===== src/rtl/serial_cfg_loader.sv =====
module serial_cfg_loader #(
  parameter int LONG_DLY  = 1000,
  parameter int SHORT_DLY = 100,
  parameter int READY_TMO = 100000,
  parameter int DONE_TMO  = 100000,
  parameter int WAKE_CLKS = 10,
  parameter int DIV_W     = 8
) (
  input  logic             clk,
  input  logic             rst_n,
  input  logic             start,
  input  logic [DIV_W-1:0] div_cfg,
  input  logic             s_valid,
  input  logic [7:0]       s_data,
  input  logic             s_last,
  output logic             s_ready,
  input  logic             status_n,
  input  logic             conf_done,
  output logic             cfg_req_n,
  output logic             dclk,
  output logic             ddata,
  output logic             bus_rst_n,
  output logic             busy,
  output logic             done_ok,
  output logic [1:0]       error
);
  localparam int M1    = (LONG_DLY > SHORT_DLY) ? LONG_DLY : SHORT_DLY;
  localparam int M2    = (READY_TMO > DONE_TMO) ? READY_TMO : DONE_TMO;
  localparam int MAXC  = (M1 > M2) ? M1 : M2;
  localparam int CNT_W = $clog2(MAXC + 1);
  localparam int WK_W  = $clog2(WAKE_CLKS + 1);
  localparam logic [CNT_W-1:0] LONG_END  = CNT_W'(LONG_DLY - 1);
  localparam logic [CNT_W-1:0] SHORT_END = CNT_W'(SHORT_DLY - 1);
  localparam logic [CNT_W-1:0] RDY_END   = CNT_W'(READY_TMO - 1);
  localparam logic [CNT_W-1:0] DONE_END  = CNT_W'(DONE_TMO - 1);
  localparam logic [WK_W-1:0]  WAKE_END  = WK_W'(WAKE_CLKS - 1);

  typedef enum logic [2:0] {
    IDLE, PRE_HI, REQ_LO, WAIT_LO, WAIT_HI, SHIFT, TRAIL, WAKE
  } state_t;

  state_t           st;
  logic [CNT_W-1:0] cnt;
  logic [DIV_W-1:0] div_q, hcnt;
  logic             ph;
  logic [7:0]       sreg;
  logic [3:0]       nbits;
  logic             last_q;
  logic [WK_W-1:0]  wk;
  logic [1:0]       stat_sy, done_sy;

  wire half_end = (hcnt == div_q);
  wire tick     = ph && half_end;
  wire boundary = !ph && (hcnt == '0);
  wire seen     = boundary && done_sy[1];
  wire run      = (st == SHIFT && nbits != 0) || st == WAKE ||
                  (st == TRAIL && !seen && cnt != DONE_END);

  assign s_ready   = (st == SHIFT) && (nbits == 0) && !last_q;
  assign cfg_req_n = !(st == REQ_LO || st == WAIT_LO);
  assign busy      = (st != IDLE);
  assign bus_rst_n = (st == IDLE);
  assign dclk      = ph;

  always_ff @(posedge clk or negedge rst_n)
    if (!rst_n) begin
      stat_sy <= 2'b11;
      done_sy <= 2'b00;
    end else begin
      stat_sy <= {stat_sy[0], status_n};
      done_sy <= {done_sy[0], conf_done};
    end

  always_ff @(posedge clk or negedge rst_n) begin
    if (!rst_n) begin
      st      <= IDLE;
      cnt     <= '0;
      div_q   <= '0;
      hcnt    <= '0;
      ph      <= 1'b0;
      sreg    <= '0;
      nbits   <= '0;
      last_q  <= 1'b0;
      wk      <= '0;
      ddata   <= 1'b0;
      done_ok <= 1'b0;
      error   <= 2'b00;
    end else begin
      if (run) begin
        if (half_end) begin
          hcnt <= '0;
          ph   <= ~ph;
        end else begin
          hcnt <= hcnt + 1'b1;
        end
      end
      case (st)
        IDLE: if (start) begin
          st      <= PRE_HI;
          cnt     <= '0;
          div_q   <= div_cfg;
          hcnt    <= '0;
          ph      <= 1'b0;
          nbits   <= '0;
          last_q  <= 1'b0;
          ddata   <= 1'b0;
          done_ok <= 1'b0;
          error   <= 2'b00;
        end
        PRE_HI:
          if (cnt == LONG_END) begin st <= REQ_LO; cnt <= '0; end
          else cnt <= cnt + 1'b1;
        REQ_LO:
          if (cnt == SHORT_END) begin st <= WAIT_LO; cnt <= '0; end
          else cnt <= cnt + 1'b1;
        WAIT_LO:
          if (!stat_sy[1]) begin st <= WAIT_HI; cnt <= '0; end
        WAIT_HI:
          if (stat_sy[1]) st <= SHIFT;
          else if (cnt == RDY_END) begin st <= IDLE; error <= 2'b01; end
          else cnt <= cnt + 1'b1;
        SHIFT:
          if (nbits == 0) begin
            if (last_q) begin
              st  <= TRAIL;
              cnt <= '0;
            end else if (s_valid) begin
              sreg   <= s_data;
              nbits  <= 4'd8;
              last_q <= s_last;
              ddata  <= s_data[0];
            end
          end else if (tick) begin
            nbits <= nbits - 1'b1;
            sreg  <= sreg >> 1;
            ddata <= (nbits == 4'd1) ? 1'b0 : sreg[1];
          end
        TRAIL:
          if (seen) begin
            st <= WAKE;
            wk <= '0;
          end else if (cnt == DONE_END) begin
            st    <= IDLE;
            error <= 2'b10;
            ph    <= 1'b0;
            hcnt  <= '0;
          end else cnt <= cnt + 1'b1;
        WAKE:
          if (tick) begin
            if (wk == WAKE_END) begin st <= IDLE; done_ok <= 1'b1; end
            else wk <= wk + 1'b1;
          end
        default: st <= IDLE;
      endcase
    end
  end
endmodule



===== config.mk =====
export PLATFORM = sky130hd
export DESIGN_NAME = serial_cfg_loader
export DESIGN_NICKNAME = d
export VERILOG_FILES = /design/src/rtl/serial_cfg_loader.sv
export SDC_FILE = /design/constraint.sdc
export NUM_CORES = 1
export LEC_CHECK = 0
export CAP_MARGIN = 20
export CORE_ASPECT_RATIO = 0.5
export CORE_MARGIN = 2
export CORE_UTILIZATION = 40
export CTS_CLUSTER_DIAMETER = 60
export DETAILED_ROUTE_END_ITERATION = 16
export DONT_BUFFER_PORTS = 1
export PLACE_DENSITY = 0.52
export SYNTH_ARGS = -nofsm -noshare
export SYNTH_HDL_FRONTEND = slang
export SYNTH_SLANG_ARGS = --single-unit

===== constraint.sdc =====
create_clock -name clk -period 2.93 [get_ports clk]
set_clock_uncertainty 0.2 [all_clocks]
set_input_delay 0.1465 -clock clk [delete_from_list [all_inputs] [get_ports clk]]
set_output_delay 0.1465 -clock clk [all_outputs]
set_load 0.005 [all_outputs]

==> results of run 1 <==
cells by family (layout without fill, tap and decap cells):
family | count (synthesis) | in the layout
multiplexers | 10 | 10
XOR/XNOR | 25 | 25
buffers and inverters | 34 | 61
adder cells (fa/ha/maj) | 6 | 6
AND/OR/NAND/NOR | 171 | 171
flip-flops | 61 | 61
AO/OA/AOI/OAI | 69 | 69
power by group through the flow:
stage | clock network (W) | logic [W] | registers, W
3_5_place_dp | 0 | 0.00144 | 0.00139
5_1_grt | 0.00104 | 0.00174 | 0.00143
3_3_place_gp | 0 | 0.00143 | 0.00138
4_1_cts | 0.000990 | 0.00152 | 0.00138
2_1_floorplan | 0 | 0.00129 | 0.00123
6_report | 0.000962 | 0.00154 | 0.00138
cells in the final DEF (no fill, tap or decap), drive strengths merged, types with 3 or more instances in the layout:
cell / instances
dfrtp: 59
nor2: 48
nand2: 45
xnor2: 22
dlygate4sd3: 22
nand3: 17
a21oi: 15
clkbuf: 15
inv: 13
o21ai: 13
nor3: 11
buf: 10
a31oi: 10
mux2: 9
nor4: 9
nand4: 7
nor2b: 6
ha: 6
and3: 4
a32o: 4
o211ai: 4
o31ai: 4
and2: 4
a31o: 3
nand2b: 3
xor2: 3
or4: 3
layer usage:
metal	vias to the layer above	global-route usage, %
met5	-	0
met1	1328	25.1
met2	49	27.8
met3	4	6.07
met4	0	5.44
li1	1381	-
what timing repair did:
item	4_1_cts	5_1_grt
setup endpoints to repair	0	23
gates resized for setup	0	9
endpoints found under the hold margin	83	0
hold buffers	23	0
critical path, cell delays in order (launching register included):
cell and delay (ns):
dfrtp_1 0.43, xnor2_1 0.17, nand2_1 0.06, or4_1 0.56, inv_1 0.13, ha_2 0.23
nand4b_1 0.19, o21ai_0 0.18, and3b_2 0.26, nor2b_1 0.13, o21ai_0 0.08
per-stage QoR:
step / cells / total power, W / instance area (um^2) / worst slack, ns / utilization [%]
final: 515 / 0.00388 / 4090 / 0.179 / 50.0
after global routing: 515 / 0.00421 / 4090 / -0.0175 / 50.0
after CTS: 515 / 0.00388 / 4060 / 0.0727 / 49.6
after detailed placement: 476 / 0.00283 / 3540 / 0.0865 / 43.3
after global placement: 476 / 0.00281 / 3540 / 0.131 / 43.3
after floorplan: 376 / 0.00253 / 3430 / 0.264 / -
state kept, by name, summed over array words and instances, names as in the netlist:
name,count
done_ok,1
stat_sy,2
dclk,1
div_q,8
ddata,1
st,3
nbits,4
sreg,7
done_sy,2
error,2
last_q,1
wk,4
cnt,17
hcnt,8
synthesized netlist by cell type, types with 3 or more instances:
library cell / number / area [um^2]
dfrtp_1: 59 / 1480
nor2_1: 48 / 180
nand2_1: 45 / 169
xnor2_1: 22 / 193
nand3_1: 17 / 85.1
a21oi_1: 14 / 70.1
inv_1: 13 / 48.8
clkbuf_1: 11 / 41.3
nor3_1: 11 / 55.1
o21ai_0: 11 / 55.1
mux2_2: 9 / 101
nor4_1: 9 / 56.3
a31oi_1: 8 / 50.1
nand4_1: 7 / 43.8
ha_1: 6 / 75.1
nor2b_1: 6 / 37.5
buf_2: 5 / 25.0
a32o_1: 4 / 40.0
and3_1: 4 / 25.0
o211ai_1: 4 / 30.0
o31ai_1: 4 / 30.0
a31o_2: 3 / 26.3
and2_1: 3 / 18.8
buf_6: 3 / 33.8
nand2b_1: 3 / 18.8
xor2_1: 3 / 26.3
worst min path at each step:
stage / cells past startpoint / endpoint
after detailed placement: 0 / sreg[4]
final: 3 / ddata
after global placement: 0 / sreg[4]
after CTS: 3 / ddata
after floorplan: 0 / cnt[0]
after global routing: 3 / ddata
layout make-up:
type / instances / area (um^2)
Clock buffer: 15 / 268
Clock inverter: 1 / 5.00
Fill cell: 772 / 4090
Inverter: 13 / 48.8
Multi-Input combinational cell: 281 / 1780
Sequential cell: 61 / 1530
Tap cell: 112 / 140
Timing Repair Buffer: 32 / 315
==> flow_summary.json, run 1 <==
{
  "grt_max_degree": 62,
  "cp_max_fo": 6,
  "fp.dieH_um": 69.5,
  "timing.rr.start": "hcnt[1]",
  "pin_count": 32,
  "drtIter0Drc": 217,
  "insertedDiodeCount": 0,
  "hold_viol": 0,
  "wirelength_mm": 7.86,
  "power.internal_w": 0.00234,
  "synth_xor_xnor_area_share_pct": 6.38,
  "drc": 0,
  "fin_nets": 427,
  "drv_cap": 0,
  "synth-seq-cells": 61,
  "worst-endpoint-required_ns": 2.92,
  "hold_ws_ns": 0.0200,
  "setup_viol": 0,
  "clock.fmax_ghz": 0.363,
  "tightestPinTransition_ns": 0.540,
  "p_sw_share_pct": 39.6,
  "period_minus_slack_ns": 2.75,
  "port_buffers": 0,
  "ant_nets": 0,
  "synth_area_um2": 3430,
  "yosys.area_share.simple_pct": 24.7,
  "cp-startpoint": "hcnt[1]",
  "p_per_area_nw_per_um2": 949,
  "rr_endpoint": "st[1]",
  "synth_ff_type": "dfrtp_1",
  "dr.pass1.iters": 5,
  "rows": 23,
  "drive_above_1_share_pct": 13.2,
  "grt.total_usage_pct": 18.4,
  "outcome": "completed",
  "critPathKind": "flip-flop to flip-flop",
  "tns_ns": 0,
  "cts_buffers": 9,
  "num_vias": 2762,
  "clkPwrFrac_pct": 24.8,
  "synth_cells": 376,
  "ff2ff_setup_slack_ns": 0.18,
  "area_growth_pct": 19.0,
  "synthAdderAreaFrac_pct": 2.19,
  "p_seq_share_pct": 35.6,
  "topRoutingLayerUsed": "met4",
  "peakVddDrop_uv": 358,
  "wl_met2_mm": 3.50,
  "cp-start-kind": "flip-flop",
  "clock_path_buffers": 2,
  "holdCritStartpoint": "s_data[0]",
  "grt_pass1_wl_mm": 13.6,
  "fp.dieW_um": 135,
  "holdCritPathClass": "input pin to flip-flop",
  "dieArea_um2": 9390,
  "wl_met3_um": 305,
  "p_comb_share_pct": 39.6,
  "fin_crit_sh_pct": 93.9,
  "grt_pass1_vias": 2727,
  "synth_edf_count": 0,
  "antenna_found_initial": 0,
  "post-cts-setup-buffer-count": 0,
  "power.switching_w": 0.00154,
  "clk_pin_slew_ns": 0.05,
  "clock-sinks": 61,
  "slew_viol_final": 0,
  "wire_per_inst_um": 15.3,
  "start_util_pct": 42.0,
  "ys_types": 60,
  "grt-ovfl-total": 0,
  "ys_warn_count": 0,
  "cts_tree": "yes",
  "synth-compound-area-share_pct": 14.3,
  "place.gp.congestion": 0.830,
  "routed_via_density": 5.36,
  "core_um2": 8170,
  "syn_avg_cell_area_um2": 9.13,
  "cp.arrival_ns": 2.74,
  "synth_top_family_by_area": "simple AND/OR/NAND/NOR gates",
  "wl_met1_mm": 4.02,
  "synth.area.mux_share_pct": 3.24,
  "ys_seq_area_share_pct": 44.5,
  "power_leakage_nw": 1.70,
  "clock_latency_ns": 0.32,
  "synth_nets": 405,
  "cts-root-buf": "clkbuf_16",
  "endpoint_kind": "flip-flop",
  "endpoint": "st[1]",
  "dp_hpwl_mm": 5.33,
  "rr_worst_depth": 10,
  "max_slew_margin_pct": 64.0,
  "synth_async_sr_flop_share_pct": 100,
  "htree_levels": 3
}
Note: power is estimated with default switching activity, not from simulation.
==> run 2: changes to the inputs <==
Settings changed: ABC_AREA from default to 1, SETUP_SLACK_MARGIN from default to 0.5.
==> run 2 against run 1 <==
- sequential power down 11%
- worst hold slack gained 0.010 ns
- critical path depth up 1
- sequential cell count is the same
- register-to-register slack improved by 0.51 ns
- largest power group unchanged
- utilization down 0.48 points
- synthesized cell count grew 57%
- non-clock buffer count decreased by 1
- setup slack gained 0.51 ns
- fmax increased by 23%
==> flow_summary.json, run 2 <==
{
  "finalPower_w": 0.00404,
  "cp-startpoint": "hcnt[4]",
  "fin_cells": 759,
  "synth_async_sr_flop_share_pct": 100,
  "fin_crit_sh_pct": 76.6,
  "cts_buffers": 9,
  "final_util_pct": 49.5,
  "synth-seq-cells": 61,
  "p_comb_share_pct": 40.0,
  "timing.rr.start": "hcnt[4]",
  "clock-sinks": 61,
  "fin_nets": 648,
  "endpoint_kind": "flip-flop",
  "dieArea_um2": 10700,
  "core_um2": 9510,
  "clock_latency_ns": 0.34,
  "setup_viol": 0,
  "fp.dieW_um": 144,
  "cp-start-kind": "flip-flop",
  "yosys-top-cells-area": "dfrtp_1, nand2_1, nor2_1, nand3_1, inv_1",
  "largest_reg_flops": 17,
  "clkPwrFrac_pct": 29.6,
  "fp.dieH_um": 74.2,
  "clock.fmax_ghz": 0.446,
  "area_growth_pct": 19.6,
  "clock_path_buffers": 2,
  "clk_pin_slew_ns": 0.06,
  "cp.arrival_ns": 2.30,
  "top_regs": "cnt: 17 flops, div_q: 8 flops, hcnt: 8 flops",
  "dpl_cell_area_um2": 4060,
  "wirelength_mm": 9.84,
  "place.gp.congestion": 0.841,
  "wire_per_inst_um": 13.0,
  "p_sw_share_pct": 41.7,
  "ys_warn_count": 0,
  "drv_cap": 0,
  "nFillCells": 988,
  "port_buffers": 0,
  "ant_nets": 0,
  "slew_viol_final": 0,
  "num_vias": 3696,
  "synth_edf_count": 0,
  "start_util_pct": 41.4,
  "peakVddDrop_uv": 371,
  "synth_top_area_share_pct": 37.5,
  "insertedDiodeCount": 0,
  "layout_commonest_cell": "nand2_1",
  "pin_count": 32,
  "routed_via_density": 4.87,
  "synth_ff_type": "dfrtp_1",
  "syn_avg_cell_area_um2": 6.68,
  "synth_cells": 590,
  "cp_max_fo": 14,
  "layout_common_cells": "nand2_1, nor2_1, inv_1, dfrtp_1, nand3_1",
  "max_slew_margin_pct": 47.9,
  "dr.pass1.iters": 4,
  "synthTopCellsByCount": "nand2_1, nor2_1, inv_1, dfrtp_1, nand3_1",
  "drtIter0Drc": 239,
  "fin_area_um2": 4710,
  "worst-endpoint-required_ns": 2.99,
  "holdCritPathClass": "input pin to flip-flop",
  "ys_seq_area_share_pct": 38.8,
  "drive_above_1_share_pct": 10.1,
  "grt.total_usage_pct": 20.5,
  "power_leakage_nw": 2.31,
  "power.internal_w": 0.00235,
  "grt_pass1_wl_mm": 16.9,
  "p_seq_share_pct": 30.5,
  "dp_hpwl_mm": 6.77,
  "dp.cells": 716,
  "antenna_found_initial": 0,
  "power.switching_w": 0.00169,
  "cts_tree": "yes",
  "cts-root-buf": "clkbuf_16",
  "rsz0062_at_grt": "no",
  "synth_area_um2": 3940,
  "tightestPinTransition_ns": 0.779,
  "htree_levels": 3,
  "ys_types": 40,
  "period_minus_slack_ns": 2.24,
  "holdCritStartpoint": "start",
  "yosysTopAreaCell": "dfrtp_1",
  "grt_max_degree": 62,
  "synth_nets": 619,
  "drc": 0,
  "hold_viol": 0,
  "regMostFlops": "cnt",
  "p_per_area_nw_per_um2": 857,
  "outcome": "completed",
  "tns_ns": 0,
  "rows": 25,
  "grt_pass1_vias": 3483,
  "synth.most_common_cell": "nand2_1",
  "critPathKind": "flip-flop to flip-flop",
  "grt-ovfl-total": 0
}
-- run 2: changes by cell type after synthesis, moves of 8 or more --
cell and change:
nor2_1 +24, nand2_1 +168, nand3_1 +34, inv_2 +8, xnor2_1 -22, nor4_1 -8
o21ai_0 +13, inv_1 +50, mux2_2 -9
-- run 2: cells by family (layout without fill, tap and decap cells) --
family          Yosys count  in the layout  share of synthesized area (%)
simple gates            367            367                           38.9
buf+inv                  85            119                           8.77
compound gates           62             62                           9.53
flops                    61             61                           38.8
xor+xnor                  8              8                           1.78
fa+ha+maj                 6              6                           1.91
mux                       1              1                          0.254
-- run 2: layout make-up --
cell class	instances	area (um^2)	area share [%]
multi-input combinational	444	2100	44.7
sequential	61	1530	32.5
clock buffer	10	239	5.07
inverter	72	270	5.74
timing repair buffer	31	305	6.48
tap	135	169	3.59
clock inverter	6	93.8	1.99
-- run 2: metrics by stage --
step           hold slack (ns)  worst slack, ns
2_1_floorplan           -0.349            0.847
3_3_place_gp            -0.347            0.456
3_5_place_dp            -0.347            0.465
4_1_cts                 0.0162            0.507
6_report                0.0301            0.686
5_1_grt                 0.0625            0.483
-- run 2: final timing paths --
kind                       cells after the start  slack [ns]    endpoint
setup / recovery                              11        0.69     sreg[4]
hold / removal                                 4        0.03      last_q
setup reg to reg                              11        0.69     sreg[4]
hold reg to reg                                0        0.15  done_sy[1]
max in group asynchronous                      2        2.04  stat_sy[0]
min in group asynchronous                      2        0.17      cnt[9]
-- run 2: critical path, stage by stage, from the launching register on --
cell and delay [ns]:
dfrtp_1 0.47, or2_2 0.16, nand3_1 0.07, nor2_2 0.14, inv_1 0.08, nor2_4 0.13, ha_2 0.20, nand2_1 0.05
o21ai_1 0.17, and2_4 0.29, nor2_1 0.06, a31oi_1 0.14
-- run 2: what timing repair did --
action,4_1_cts,5_1_grt
setup buffers,0,5
endpoints found under the hold margin,80,0
hold buffers,22,0
pin swaps,0,3
setup endpoints to repair,9,19
resized for setup,1,13
-- run 2: power by group through the flow --
stage	logic [W]	registers (W)	clock network, W
after detailed placement	0.00151	0.00124	0
after CTS	0.00156	0.00123	0.00122
after global routing	0.00187	0.00126	0.00127
after global placement	0.00150	0.00125	0
final	0.00161	0.00123	0.00119
after floorplan	0.00121	0.00119	0
-- run 2: per-layer routing --
metal	share of wire (%)	wire length, um	up-vias	track usage [%]
li1	-	-	1942	-
met1	50	4940	1688	27.9
met2	45	4460	56	33.3
met3	3.6	353	10	5.15
met4	0.99	97	0	5.18
met5	0	0	-	0
==> run 3: changes to the inputs <==
Clock period 2.93 ns to 2.1 ns, I/O delays scaled along.
==> run 3 against run 2 <==
- final cell count rose by 11%
- sequential share of layout area fell by 7.2 points
- via count rose by 9.8%
- clock-buffer cell count did not move
- global-route usage rose by 2.0 points
- combinational power rose to 2.6 times the previous value
- design area rose by 29%
- critical path type unchanged
- the flow now finishes with violations (hold timing)
- power rose by 86%
- register-to-register slack got worse by 0.64 ns
- sequential cell count did not move
- setup slack got worse by 0.64 ns
- routed wire length rose by 17%
==> flow_summary.json, run 3 (synthesis gave the netlist of run 2 again) <==
{
  "cp.buffers_inverters": 1,
  "top_regs": "cnt: 17 flops, div_q: 8 flops, hcnt: 8 flops",
  "slowest_delay_ns": 0.41,
  "ff2ff_setup_slack_ns": 0.05,
  "clkPwrFrac_pct": 21.6,
  "timing.rr.start": "hcnt[0]",
  "clock-sinks": 61,
  "path_cells": "inv_2 > nand2_2 > a22oi_2 > nand2_1 > nor2_4 > ha_4 > nor2_4 > a21oi_2 > nand2_1 > nor2_2 > nand3_2 > nand2_1 > nand2_1",
  "power.switching_w": 0.00309,
  "worst_slack_ns": 0.0452,
  "fin_crit_sh_pct": 97.8,
  "layout_common_cells": "nand2_1, buf_4, dfrtp_1, inv_1, nor2_1",
  "fp.dieH_um": 74.2,
  "start_util_pct": 41.4,
  "endpoint_kind": "flip-flop",
  "fp.dieW_um": 144,
  "final_util_pct": 63.9,
  "tightestPinTransition_ns": 0.341,
  "dp_slack_ns": -0.0347,
  "layout_commonest_cell": "nand2_1",
  "rr_worst_depth": 13,
  "clock_path_buffers": 2,
  "fin_nets": 728,
  "tns_ns": 0,
  "peakVddDrop_uv": 525,
  "antenna_found_initial": 0,
  "hold_ws_ns": -0.741,
  "postCtsHoldBufs": 21,
  "violations": "hold timing",
  "cp_common_cell": "nand2_1",
  "grt-ovfl-total": 0,
  "port_buffers": 0,
  "dp_hpwl_mm": 7.40,
  "dp.cells": 760,
  "cts_tree": "yes",
  "htree_levels": 3,
  "rr_endpoint": "st[1]",
  "cp_max_fo": 5,
  "core_um2": 9510,
  "drive_above_1_share_pct": 34.2,
  "outcome": "complete, but fails checks",
  "drc": 0,
  "ant_nets": 0,
  "cp.arrival_ns": 2.08,
  "power_leakage_nw": 2.96,
  "p_comb_share_pct": 55.0,
  "holdCritPathClass": "input pin to asynchronous set/reset pin",
  "hold_viol": 61,
  "area_growth_pct": 54.2,
  "clk_pin_slew_ns": 0.06,
  "p_seq_share_pct": 23.4,
  "clock.fmax_ghz": 0.487,
  "crit_family": "simple AND/OR/NAND/NOR gates",
  "drv_cap": 0,
  "wire_per_inst_um": 13.8,
  "period_minus_slack_ns": 2.05,
  "fin_cells": 839,
  "pin_count": 32,
  "regMostFlops": "cnt",
  "wirelength_mm": 11.6,
  "worst-endpoint-required_ns": 2.13,
  "slew_viol_final": 0,
  "routed_via_density": 4.84,
  "largest_reg_flops": 17,
  "dr.pass1.iters": 4,
  "cts-root-buf": "clkbuf_16",
  "max_slew_margin_pct": 77.2,
  "slowest_stage": "dfrtp_1",
  "grt_pass1_vias": 3786,
  "p_per_area_nw_per_um2": 1240,
  "num_vias": 4057,
  "place.gp.congestion": 0.857,
  "clock_latency_ns": 0.34,
  "rsz0062_at_grt": "yes",
  "cts_buffers": 9,
  "drtIter0Drc": 199,
  "grt.total_usage_pct": 22.5,
  "p_sw_share_pct": 41.1,
  "cp-start-kind": "flip-flop",
  "setup_viol": 0,
  "dieArea_um2": 10700,
  "rows": 25,
  "grt_max_degree": 62,
  "insertedDiodeCount": 0,
  "critPathKind": "flip-flop to flip-flop",
  "grt_pass1_wl_mm": 18.4,
  "power.internal_w": 0.00442
}
## run 3: changes by cell type in the layout (fill, tap and decap cells not counted), sizes merged
cell | previous run | this run
buf | 10 | 87
clkbuf | 10 | 12
and2 | 2 | 3
clkinv | 2 | 5
clkinvlp | 1 | 0
inv | 73 | 71
## run 3: how the worst max path moves through the flow
stage | cells after the start | from | end | slack, ns
global placement | 13 | hcnt[0] | st[0] | 0.03
CTS | 15 | hcnt[6] | st[1] | 0.05
finish | 13 | hcnt[0] | st[1] | 0.05
floorplan | 13 | hcnt[0] | st[0] | 0.12
global route | 15 | hcnt[5] | st[0] | -0.05
detailed placement | 16 | hcnt[5] | st[2] | -0.03
## run 3: area by class of cell
cell class / count / area (um^2)
Sequential cell: 61 / 1540
Multi-Input combinational cell: 445 / 2690
Fill cell: 819 / 3430
Clock inverter: 6 / 87.6
Clock buffer: 10 / 229
Inverter: 72 / 278
Tap cell: 135 / 169
Timing Repair Buffer: 110 / 1090
## run 3: metrics by stage
step / cell area [um^2] / power (W)
final: 6070 / 0.00751
after global routing: 6070 / 0.00798
after CTS: 5710 / 0.00692
after detailed placement: 4550 / 0.00434
after global placement: 4550 / 0.00433
after floorplan: 4100 / 0.00356
## run 3: what timing repair did
action | CTS | global route
setup buffers | 28 | 9
gates cloned | 3 | 2
endpoints found under the hold margin | 82 | 61
pin swaps | 37 | 29
resized for setup | 99 | 63
endpoints found under the setup margin | 59 | 59
## run 3: per-layer routing
layer | up-vias | global-route usage [%] | routed length [um]
met1 | 1869 | 30.5 | 5730
met2 | 77 | 36.1 | 5200
met5 | - | 0 | 0
met4 | 0 | 5.50 | 130
met3 | 11 | 6.44 | 510
li1 | 2100 | - | -
## run 3: power by group through the flow
stage / Sequential (W) / Clock [W] / Combinational (W)
4_1_cts: 0.00174 / 0.00165 / 0.00353
5_1_grt: 0.00180 / 0.00169 / 0.00448
6_report: 0.00176 / 0.00162 / 0.00413
3_3_place_gp: 0.00174 / 0 / 0.00259
3_5_place_dp: 0.00174 / 0 / 0.00259
2_1_floorplan: 0.00167 / 0 / 0.00189
